`src/rtl/uart_fifo_ctl_pkg.sv`:
```
package uart_fifo_ctl_pkg;
    localparam int FIFO_DEPTH = 32;
    localparam int CNT_W      = $clog2(FIFO_DEPTH + 1);
    localparam int LVL_W      = 8;

    typedef struct packed {
        logic [1:0] rx_code;
        logic [1:0] tx_code;
        logic       rsvd;
        logic       tx_clr;
        logic       rx_clr;
        logic       en;
    } ctl_t;

    function automatic logic [LVL_W-1:0] rx_code_lvl(input logic [1:0] c);
        case (c)
            2'd0:    return LVL_W'(8);
            2'd1:    return LVL_W'(16);
            2'd2:    return LVL_W'(24);
            default: return LVL_W'(28);
        endcase
    endfunction

    function automatic logic [LVL_W-1:0] tx_code_lvl(input logic [1:0] c);
        case (c)
            2'd0:    return LVL_W'(8);
            2'd1:    return LVL_W'(16);
            2'd2:    return LVL_W'(24);
            default: return LVL_W'(30);
        endcase
    endfunction
endpackage

```
`src/rtl/ufc_ctl_reg.sv`:
```
module ufc_ctl_reg
    import uart_fifo_ctl_pkg::*;
(
    input  logic       clk,
    input  logic       rst_n,
    input  logic       wr_en,
    input  logic [7:0] wr_data,
    output ctl_t       ctl_q
);
    ctl_t ctl_d;
    ctl_t ctl_r;

    always_comb begin
        ctl_d        = ctl_r;
        // clear requests self-return after one cycle
        ctl_d.rx_clr = 1'b0;
        ctl_d.tx_clr = 1'b0;
        if (wr_en) begin
            ctl_d.rx_code = wr_data[7:6];
            ctl_d.tx_code = wr_data[5:4];
            ctl_d.rx_clr  = wr_data[1];
            ctl_d.tx_clr  = wr_data[2];
            ctl_d.en      = wr_data[0];
        end
        ctl_d.rsvd = 1'b0;
    end

    always_ff @(posedge clk or negedge rst_n) begin
        if (!rst_n) ctl_r <= '0;
        else        ctl_r <= ctl_d;
    end

    assign ctl_q = ctl_r;
endmodule

```
`src/rtl/ufc_thresh_sel.sv`:
```
module ufc_thresh_sel
    import uart_fifo_ctl_pkg::*;
#(
    parameter int NUM_PROG = 4
) (
    input  ctl_t                    ctl,
    input  logic [NUM_PROG*LVL_W-1:0] prog_lvls,
    input  logic [LVL_W-1:0]        rx_prog,
    input  logic [LVL_W-1:0]        tx_prog,
    output logic [LVL_W-1:0]        rx_thr,
    output logic [LVL_W-1:0]        tx_thr
);
    logic [NUM_PROG-1:0] nz;

    for (genvar g = 0; g < NUM_PROG; g++) begin : g_nz
        assign nz[g] = |prog_lvls[g*LVL_W +: LVL_W];
    end

    always_comb begin
        if (|nz) begin
            rx_thr = rx_prog;
            tx_thr = tx_prog;
        end else begin
            rx_thr = rx_code_lvl(ctl.rx_code);
            tx_thr = tx_code_lvl(ctl.tx_code);
        end
    end
endmodule

```
`src/rtl/ufc_irq_gen.sv`:
```
module ufc_irq_gen
    import uart_fifo_ctl_pkg::*;
(
    input  logic             clk,
    input  logic             rst_n,
    input  logic             en,
    input  logic [CNT_W-1:0] rx_count,
    input  logic [CNT_W-1:0] tx_count,
    input  logic [LVL_W-1:0] rx_thr,
    input  logic [LVL_W-1:0] tx_thr,
    output logic             rx_irq,
    output logic             tx_irq
);
    typedef struct packed {
        logic rx;
        logic tx;
    } irq_t;

    irq_t irq_d, irq_q;

    always_comb begin
        irq_d.rx = en && (LVL_W'(rx_count) >= rx_thr);
        irq_d.tx = en && (LVL_W'(tx_count) <  tx_thr);
    end

    always_ff @(posedge clk or negedge rst_n) begin
        if (!rst_n) irq_q <= '0;
        else        irq_q <= irq_d;
    end

    assign rx_irq = irq_q.rx;
    assign tx_irq = irq_q.tx;
endmodule

```
`src/rtl/uart_fifo_ctl.sv`:
```
module uart_fifo_ctl
    import uart_fifo_ctl_pkg::*;
(
    input  logic             clk,
    input  logic             rst_n,
    input  logic             wr_en,
    input  logic [7:0]       wr_data,
    input  logic [CNT_W-1:0] rx_count,
    input  logic [CNT_W-1:0] tx_count,
    input  logic [LVL_W-1:0] rx_level,
    input  logic [LVL_W-1:0] tx_level,
    input  logic [LVL_W-1:0] flow_lo_level,
    input  logic [LVL_W-1:0] flow_hi_level,
    output logic             rx_clr,
    output logic             tx_clr,
    output logic             fifo_en,
    output logic [7:0]       ctl_state,
    output logic             rx_irq,
    output logic             tx_irq
);
    ctl_t             ctl;
    logic [LVL_W-1:0] rx_thr, tx_thr;

    ufc_ctl_reg u_reg (
        .clk     (clk),
        .rst_n   (rst_n),
        .wr_en   (wr_en),
        .wr_data (wr_data),
        .ctl_q   (ctl)
    );

    ufc_thresh_sel #(.NUM_PROG(4)) u_sel (
        .ctl       (ctl),
        .prog_lvls ({flow_hi_level, flow_lo_level, tx_level, rx_level}),
        .rx_prog   (rx_level),
        .tx_prog   (tx_level),
        .rx_thr    (rx_thr),
        .tx_thr    (tx_thr)
    );

    ufc_irq_gen u_irq (
        .clk      (clk),
        .rst_n    (rst_n),
        .en       (ctl.en),
        .rx_count (rx_count),
        .tx_count (tx_count),
        .rx_thr   (rx_thr),
        .tx_thr   (tx_thr),
        .rx_irq   (rx_irq),
        .tx_irq   (tx_irq)
    );

    assign rx_clr    = ctl.rx_clr;
    assign tx_clr    = ctl.tx_clr;
    assign fifo_en   = ctl.en;
    assign ctl_state = ctl;
endmodule

```
`config.mk`:
```
export PLATFORM = sky130hd
export DESIGN_NAME = uart_fifo_ctl
export DESIGN_NICKNAME = d
export VERILOG_FILES = /design/src/rtl/uart_fifo_ctl_pkg.sv /design/src/rtl/ufc_ctl_reg.sv /design/src/rtl/ufc_thresh_sel.sv /design/src/rtl/ufc_irq_gen.sv /design/src/rtl/uart_fifo_ctl.sv
export SDC_FILE = /design/constraint.sdc
export NUM_CORES = 1
export LEC_CHECK = 0
export ABC_AREA = 1
export CAP_MARGIN = 20
export CORE_MARGIN = 1.5
export CORE_UTILIZATION = 39
export DETAILED_ROUTE_END_ITERATION = 10
export PLACE_DENSITY = 0.89
export SLEW_MARGIN = 20
export SYNTH_ARGS = -nofsm -noshare
export SYNTH_HDL_FRONTEND = slang
export SYNTH_HIERARCHICAL = 1
export SYNTH_SLANG_ARGS = --single-unit
```
`constraint.sdc`:
```
create_clock -name clk -period 4.82 [get_ports clk]
set_clock_uncertainty 0.1 [all_clocks]
set_input_delay 0.723 -clock clk [delete_from_list [all_inputs] [get_ports clk]]
set_output_delay 0.723 -clock clk [all_outputs]
set_load 0.01 [all_outputs]
```
Word-level counts from Yosys, hierarchy flattened

Cells that the tools add are included.

Reduce and logical (&&, ||, !) cells: 5
Magnitude comparators: 2
Equal/unequal tests: 4
Muxes and demuxes: 5

Operator list:

| operator           | count |
|---|---|
| $reduce_or 32->1   | 1 |
| $pmux 5 s3         | 2 |
| $mux 8             | 2 |
| $ge 6x8->1         | 1 |
| $lt 6x8->1         | 1 |
| $eq 2x1->1 const B | 2 |
| $eq 2x2->1 const B | 2 |
| $logic_not 2->1    | 2 |
| $mux 3             | 1 |
| $logic_and 1x1->1  | 2 |

Flip-flop bits (word level): 9
Output and inout port bits: 13
Input bits: 55

Logic depth before layout (Yosys ltp)

Gate-level depths: netlist (run 1).

Depth after elaboration: 5
Mapped depth: 17

By module

The synthesis (run 1) kept the hierarchy.

Modules (own cells, without submodules):

| module         | instances | cells each | area each (um2) | seq. area each (um2) |
|---|---|---|---|---|
| ufc_irq_gen    | 1         | 61         | 386.6           | 50.0 |
| ufc_thresh_sel | 1         | 80         | 355.3           | 0.0 |
| ufc_ctl_reg    | 1         | 30         | 266.5           | 175.2 |
| uart_fifo_ctl  | 1         | 3          | 22.5            | 0.0 |

Worst setup path after synthesis (run 1)

No wires, ideal clock.

Path type: input to register
From: input port tx_level[5]
To: register u_irq.irq_q, in the netlist u_irq/rx_irq
Setup slack: 2.549 ns
Stages: 15
Setup time: 0.114 ns
Buffers on the path: 1
Arrival: 2.057 ns
Required time: 4.606 ns
Cell sequence: nor2_1 nand2_1 nor2_2 nand2_4 nor2_8 buf_6 nor2_1 inv_1 ha_1 nand2_1 inv_1 o21ai_0 nand3_1 nand2_1 inv_1

RTL lines:

| what                 | line                | source |
|---|---|---|
| from (decl)          | uart_fifo_ctl.sv:11 | `input logic [LVL_W-1:0] tx_level,` |
| to (signal assigned) | ufc_irq_gen.sv:28   | `else irq_q <= irq_d;` |
| to (decl)            | ufc_irq_gen.sv:19   | `irq_t irq_d, irq_q;` |

==> results of run 1 <==
[through the flow]
step | cell area (um2) | total power (W)
5_1_grt | 1699 | 0.0002705
2_1_floorplan | 1031 | 0.0001302
3_5_place_dp | 1673 | 0.0001952
3_3_place_gp | 1673 | 0.0001929
6_report | 1699 | 0.0002501
4_1_cts | 1699 | 0.0002550
[worst min-delay path: stages (launching register included)]
cell and delay (ns):
dfrtp_1 0.40, nand2_1 0.07, nand2_1 0.05
[cells by family after synthesis]
group | after synthesis
flip-flops | 9
buffers and inverters | 41
other | 1
adder cells (fa/ha/maj) | 11
AND/OR/NAND/NOR | 100
AO/OA/AOI/OAI | 12
[path summary, 6_finish.rpt]
path                                startpoint        endpoint  depth (start not counted)
worst min-delay path            u_reg/ctl_q[5]  u_reg/ctl_q[5]                          2
max in group asynchronous                rst_n  u_reg/ctl_q[4]                          1
min in group asynchronous                rst_n  u_reg/ctl_q[7]                          1
worst min register to register  u_reg/ctl_q[5]  u_reg/ctl_q[5]                          2
worst max-delay path               tx_level[5]    u_irq/rx_irq                         18
worst max register to register  u_reg/ctl_q[7]    u_irq/rx_irq                         11
[power groups by stage]
stage          sequential, W  combinational [W]  clock (W)
6_report           0.0000870           0.000106  0.0000571
5_1_grt            0.0000882           0.000119  0.0000629
4_1_cts            0.0000871           0.000107  0.0000604
3_5_place_dp       0.0000885           0.000107          0
3_3_place_gp       0.0000882           0.000105          0
2_1_floorplan      0.0000901          0.0000401          0
[final cells by class]
| class | count | area, um2 | share of cell area [%] |
|---|---|---|---|
| inverters | 35 | 131.4 | 7.732 |
| repair buffers | 65 | 650.6 | 38.29 |
| multi-input cells | 124 | 628.1 | 36.97 |
| flip-flops and latches | 9 | 225.2 | 13.25 |
| well taps | 30 | 37.54 | 2.209 |
| clock buffers | 4 | 26.28 | 1.546 |
[registers in the layout, summed over array words and instances (netlist names)]
| register | cells |
|---|---|
| u_irq/rx_irq | 1 |
| u_irq/tx_irq | 1 |
| u_reg/ctl_q | 7 |
[layer usage]
layer	track usage, %	vias to the layer above	share of wire (%)
li1	-	637	-
met1	18.96	456	41
met2	31.33	53	46
met3	2.459	3	12
met4	6.250	0	1.2
met5	0	-	0
[cell usage after synthesis, drive strengths merged]
cell and instances:
a21oi 3, and3 1, buf 6, conb 1
dfrtp 9, ha 11, inv 35, nand2 60
nand3 3, nor2 33, nor3 1, o21ai 9
or2 2
==> impl_results.md, run 1 <==
* Maximum VDD drop at 0.0001309 V
* Arrival @ worst endpoint at 2.74 ns
* Count of final hold-check violations at 0
* Max cap viols at 0
* Clock H-tree levels at 1
* Mapped cell area at 1031 um2
* Die area at 2961 um2
* Final Cycle Share at 55.67%
* Final Non-Filler Cells at 267
* Worst Setup Slack post-DPL at 1.839 ns
* Number of diodes at 0
* Overall Global Routing Usage at 16.76%
* Most used cell, CP: nand2_1
* Commonest non-fill, non-tap cell in the layout: clkdlybuf4s50_1
* Synth area leader: dfrtp_1
* Netlist cell types at 21
* Largest family of logic cells by synthesized area: simple AND/OR/NAND/NOR gates
* Slew Limit Fails at 0
* Startpoint types: input pin
* # DRC at 0
* Final setup TNS at 0 ns
* CP delay by family, top: simple AND/OR/NAND/NOR gates
* Simple-gate share of the synthesized area at 41.38%
* Static leakage at 0.9326 nW
* First-pass GRT wire length at 3.677 mm
* Worst-path clk slew at 0.06 ns
* Placed Cells at 263
* Root Driver: clkbuf_4
* Critical path's largest stage delay at 0.43 ns
* CTS sink cnt at 9
* GRT overflow at 0
* Final HPWL DP at 2.071 mm
* Most area-consuming cells after synthesis: dfrtp_1, nand2_1, ha_1
* Routed vias/inst at 4.303
* Hold Buf Count CTS at 0
* HP Class: register to register
* Syn nets at 240
* Mux cell area share after synthesis at 0%
* Antenna violations before repair at 0
* Layout cells sized above 1 at 5.485%
* Register share of total power at 34.8%
* Clock Path Buffers at 2
* Drt pass-1 iters at 4
* Reg2reg setup slack at 3.14 ns
* Comb pwr share at 42.4%
* Pin count of the biggest net entering global routing at 16
* Final #Nets at 304
* WL final at 2.392 mm
* Endpoints failing setup at 0
* Highest achievable clock rate at 372.7 MHz
* DRT iter0 DRCs at 23
* Final worst slack at 2.137 ns
* Crit-path max FO at 15
* Core Util, Final at 67.97%
* Syn. warnings at 6
* CP bufs+invs at 4
* Critical path type: input pin to register
* IO Count at 68
* Power Density at 147.2 nW/um2
* Synthesized flop and latch total at 9
* Final min period at 2.683 ns
* Clk_lat worst skew at 0.26 ns
* Num CTS Buffers at 3
* Die Y at 54.42 um
* Post-CTS setup buffers at 0
* Cell Rows at 18
* GP Congestion at 0.7588
* Crit path required time at 4.88 ns
* Vias at 1149
* NetSw at 0.00006970 W
* Synth Area in Adders at 13.35%
* Wirelength per Cell at 8.959 um
* Worst hold slack at 0.4497 ns
* PostCTS Resize Cnt at 0
* Post-synthesis sequential area ratio at 21.84%
* Yosys top cell area share at 21.84%
* Syn avg cell area at 5.925 um2
* Vias in the first global route at 962
* CP Capture Type: register
* Synth Area in XOR/XNOR at 0%
* Post-synthesis cell count at 174
* Clock power frac at 22.8%
* CP max stage cell: clkdlybuf4s50_1
* Die width at 54.42 um
* Synth-to-layout area growth at 64.81%
* Most frequent cells in the layout: clkdlybuf4s50_1, nand2_1, inv_1
* Post-synthesis compound-gate area fraction at 5.825%
* Port bufs at 65
* Fillers at 237
* Pint at 0.0001804 W
* CTS tree: built
* RSZ-0062 raised after global routing: no
* Core Area at 2500 um2
* Switch share at 27.87%
* Status: complete, no violations
* Initial core utilization at 41.24%
* Antenna-violating nets left at 0
* Cell Chain, Critical Path: clkdlybuf4s50_1, nor2_1, nand2_1, nor2_2, nand2_4, nor2_8, nand2_1, nand2_1, inv_1, ha_1, nand2_1, inv_1, nand2_1, nand2_1, nand2_1, nand3_1, nand2_1, inv_1
No activity file was read; power rests on OpenSTA's default activity.
==> run 2, diff against run 1 <==
CORE_UTILIZATION = 36   (was 39)
PLACE_DENSITY = 0.84   (was 0.89)
clock period = 2.7 ns   (was 4.82 ns; I/O delays follow)
==> impl_results.md, run 2 (synthesized netlist as in run 1, its figures left out) <==
* Final setup TNS at 0 ns
* Drt pass-1 iters at 6
* Commonest non-fill, non-tap cell in the layout: clkdlybuf4s50_1
* First-pass GRT wire length at 4.029 mm
* Root Driver: clkbuf_4
* Worst Setup Slack post-DPL at 0.06449 ns
* Cell Rows at 19
* CP Capture Type: register
* Routed vias/inst at 4.281
* Die Y at 56.52 um
* Critical path type: input pin to register
* HP Class: input pin to async pin
* Maximum VDD drop at 0.0002884 V
* Placement Cell Area at 1689 um2
* Crit path required time at 2.78 ns
* Antenna-violating nets left at 0
* GP Congestion at 0.8060
* Crit-path max FO at 11
* Arrival @ worst endpoint at 2.42 ns
* Core Area at 2734 um2
* Die width at 56.52 um
* Startpoint types: input pin
* Vias at 1156
* Static leakage at 0.9435 nW
* Endpoints failing setup at 0
* Final min period at 2.340 ns
* Overall Global Routing Usage at 15.87%
* RSZ-0062 raised after global routing: no
* Hold Buf Count CTS at 0
* Power Density at 259.2 nW/um2
* DRT iter0 DRCs at 18
* R2r startpoint: u_reg/ctl_q[7]
* Slew Limit Fails at 0
* Vias in the first global route at 1012
* Final HPWL DP at 2.102 mm
* Count of final hold-check violations at 0
* Clock H-tree levels at 1
* Final worst slack at 0.3596 ns
* Post-CTS setup buffers at 0
* Status: complete, no violations
* Core Util, Final at 62.75%
* Max cap viols at 0
* PostCTS Resize Cnt at 0
* Highest achievable clock rate at 427.3 MHz
* Clock Path Buffers at 2
* Die area at 3194 um2
* Worst-path clk slew at 0.06 ns
* Final Cycle Share at 86.68%
* CTS tree: built
* # DRC at 0
* Synth-to-layout area growth at 66.38%
* Port bufs at 65
* Num CTS Buffers at 3
* Wirelength per Cell at 8.841 um
* WL final at 2.387 mm
* Clk_lat worst skew at 0.25 ns
* Post-route cell area at 1715 um2
* Final Power at 0.0004447 W
* Final #Nets at 306
* Pin count of the biggest net entering global routing at 12
* Number of diodes at 0
* IO Count at 68
* Antenna violations before repair at 0
* Initial core utilization at 37.71%
* Number of flip-flops in the largest register at 7
* Worst Setup SP: tx_level[5]
* Most frequent cells in the layout: clkdlybuf4s50_1, nand2_1, inv_1
* Layout cells sized above 1 at 6.276%
* CTS sink cnt at 9
* GRT overflow at 0
## run 2: cell types whose count changed in the layout (fill, tap and decap cells not counted), sizes merged
cell and delta:
buf +2
## run 2: where the power goes
group          leakage, nW  switching, W  internal (W)
Clock               0.0150     0.0000434     0.0000567
Sequential           0.113    0.00000987      0.000145
Combinational        0.816     0.0000692      0.000120
Total                0.944      0.000122      0.000322
## run 2: worst max-delay path, cell delays in order
cell	delay, ns
clkdlybuf4s50_1	0.42
nor2_1	0.11
nand2_1	0.08
nor2_2	0.15
nand2_4	0.11
nor2_8	0.20
buf_4	0.15
nand2_1	0.04
nand2_1	0.06
inv_1	0.04
ha_1	0.28
a21oi_1	0.17
nand2_1	0.08
a21oi_1	0.12
## run 2: stage by stage
step | hold WS [ns] | std cells
after floorplan | 0.009409 | 174
after global placement | 0.4271 | 266
after detailed placement | 0.4351 | 266
after CTS | 0.3314 | 270
after global routing | 0.3528 | 270
final | 0.3304 | 270
## run 2: cell type report
class	count	area [um2]
clock buffers	4	26.28
fillers	257	1018
inverters	35	131.4
multi-input cells	124	628.1
flip-flops and latches	9	225.2
well taps	31	38.79
repair buffers	67	665.6
## run 2: final timing paths
| check | cells after the start | slack (ns) | end |
|---|---|---|---|
| worst max-delay path | 14 | 0.36 | u_irq/tx_irq |
| worst max register to register | 11 | 1.04 | u_irq/rx_irq |
| max in group asynchronous | 1 | 1.89 | u_irq/tx_irq |
| min in group clk | 2 | 0.44 | u_reg/ctl_q[7] |
| worst min register to register | 2 | 0.44 | u_reg/ctl_q[7] |
| worst min-delay path | 1 | 0.33 | u_reg/ctl_q[2] |
## run 2: layer usage
metal / part of all wire [%] / up-vias / GRT usage [%]
li1: - / 643 / -
met1: 43 / 462 / 18.71
met2: 46 / 47 / 28.07
met3: 9.0 / 4 / 2.304
met4: 1.2 / 0 / 7.143
met5: 0 / - / 0
==> run 3, diff against run 2 <==
GPL_TIMING_DRIVEN = 0   (was not set)
TNS_END_PERCENT = 10   (was not set)
==> impl_results.md, run 3 (synthesized netlist as in run 1, its figures left out) <==
* Slew Limit Fails at 0
* Critical path's largest stage delay at 0.43 ns
* Cell Chain, Critical Path: clkdlybuf4s50_1, nor2_1, nand2_1, nor2_2, nand2_4, nor2_8, buf_6, nor2_1, inv_1, ha_1, nand2_1, nand2_1, nand2_1, nand2_1, nand2_1, nand3_1, nand2_1, inv_1
* GRT overflow at 0
* Final setup TNS at 0 ns
* Routed vias/inst at 4.308
* Core Area at 2734 um2
* Most frequent cells in the layout: clkdlybuf4s50_1, nand2_1, inv_1
* Final worst slack at 0.3768 ns
* Most used cell, CP: nand2_1
* Die area at 3194 um2
* Commonest non-fill, non-tap cell in the layout: clkdlybuf4s50_1
* Seq. cell area at 225.2 um2
* Multi-input logic area at 628.1 um2
* Cell Rows at 19
* Initial core utilization at 37.71%
* Number of diodes at 0
* Endpoints failing setup at 0
* CTS sink cnt at 9
* CP Capture Type: register
* Vias at 1176
* Worst Setup Slack post-DPL at 0.09572 ns
* # DRC at 0
* PostCTS Resize Cnt at 0
* Overall Global Routing Usage at 15.33%
* Final #Nets at 309
* Antenna violations before repair at 0
* CP max stage cell: clkdlybuf4s50_1
* Number of flip-flops in the largest register at 7
* Final HPWL DP at 2.155 mm
* Final Power at 0.0004492 W
* Vias in the first global route at 1013
* CTS tree: built
* HP Class: input pin to register
* Core Util, Final at 63.52%
* Clock H-tree levels at 1
* Die Y at 56.52 um
* Max cap viols at 0
* Port bufs at 64
* Worst-path clk slew at 0.06 ns
* WL final at 2.450 mm
* DRT iter0 DRCs at 30
* Status: complete, no violations
* Wirelength per Cell at 8.974 um
* Arrival @ worst endpoint at 2.37 ns
* Clock Path Buffers at 2
* Critical path type: input pin to register
* RSZ-0062 raised after global routing: no
* Pin count of the biggest net entering global routing at 11
* Maximum VDD drop at 0.0002233 V
* Final min period at 2.323 ns
* First-pass GRT wire length at 3.939 mm
* Layout cells sized above 1 at 7.851%
* IO Count at 68
* Clk_lat worst skew at 0.25 ns
* Count of final hold-check violations at 0
* Crit-path max FO at 10
* Post-CTS setup buffers at 0
* Drt pass-1 iters at 4
* GP Congestion at 0.7997
* Hold Buf Count CTS at 0
* Synth-to-layout area growth at 68.45%
* Die width at 56.52 um
* CP delay by family, top: simple AND/OR/NAND/NOR gates
* Num CTS Buffers at 3
* Startpoint types: input pin
* Static leakage at 0.9595 nW
* Antenna-violating nets left at 0
* Fillers at 261
* CP bufs+invs at 4
* Root Driver: clkbuf_4
* Highest achievable clock rate at 430.4 MHz
* Power Density at 258.6 nW/um2
* Crit path required time at 2.75 ns
* Final Cycle Share at 86.04%
-- run 3: power by group --
group / switching, W / internal (W)
clock network: 0.0000430 / 0.0000567
logic: 0.0000706 / 0.000123
registers: 0.0000103 / 0.000145
total: 0.000124 / 0.000325
-- run 3: metal layers --
| layer | global-route usage, % | part of all wire [%] |
|---|---|---|
| met3 | 3.226 | 11 |
| met1 | 17.55 | 41 |
| met2 | 28.41 | 48 |
| met5 | 0 | 0 |
| met4 | 4.082 | 0.65 |
-- run 3: metrics by stage --
stage / hold WS, ns / instance area (um2) / cells
2_1_floorplan: 0.009409 / 1031 / 174
3_3_place_gp: 0.4174 / 1710 / 269
3_5_place_dp: 0.4312 / 1710 / 269
4_1_cts: 0.3175 / 1737 / 273
5_1_grt: 0.3296 / 1737 / 273
6_report: 0.3226 / 1737 / 273
-- run 3: path summary, 6_finish.rpt --
kind | startpoint | end | slack [ns] | cells after the start
min in group asynchronous | rst_n | u_reg/ctl_q[1] | 0.33 | 1
max in group asynchronous | rst_n | u_reg/ctl_q[4] | 1.89 | 1
max | tx_level[5] | u_irq/rx_irq | 0.38 | 18
min | wr_en | u_reg/ctl_q[2] | 0.32 | 3
min reg2reg | u_reg/ctl_q[4] | u_reg/ctl_q[4] | 0.45 | 2
max reg2reg | u_reg/ctl_q[7] | u_irq/rx_irq | 1.01 | 11
-- run 3: worst reg2reg max path, stage by stage (launching register included) --
cell and delay [ns]:
dfrtp_1 0.41, or2_2 0.30, nand2_1 0.07, nand2_1 0.05, inv_1 0.05, ha_1 0.22
nand2_1 0.08, nor3_2 0.05, nand2_1 0.06, nand3_1 0.10, nand2_1 0.07, inv_1 0.04
-- run 3: area by class of cell --
cell class | instances | area share (%)
Timing Repair Buffer | 64 | 36.89
Multi-Input combinational cell | 124 | 36.17
Tap cell | 31 | 2.233
Clock buffer | 4 | 1.513
Sequential cell | 9 | 12.97
Buffer | 6 | 2.666
Inverter | 35 | 7.565
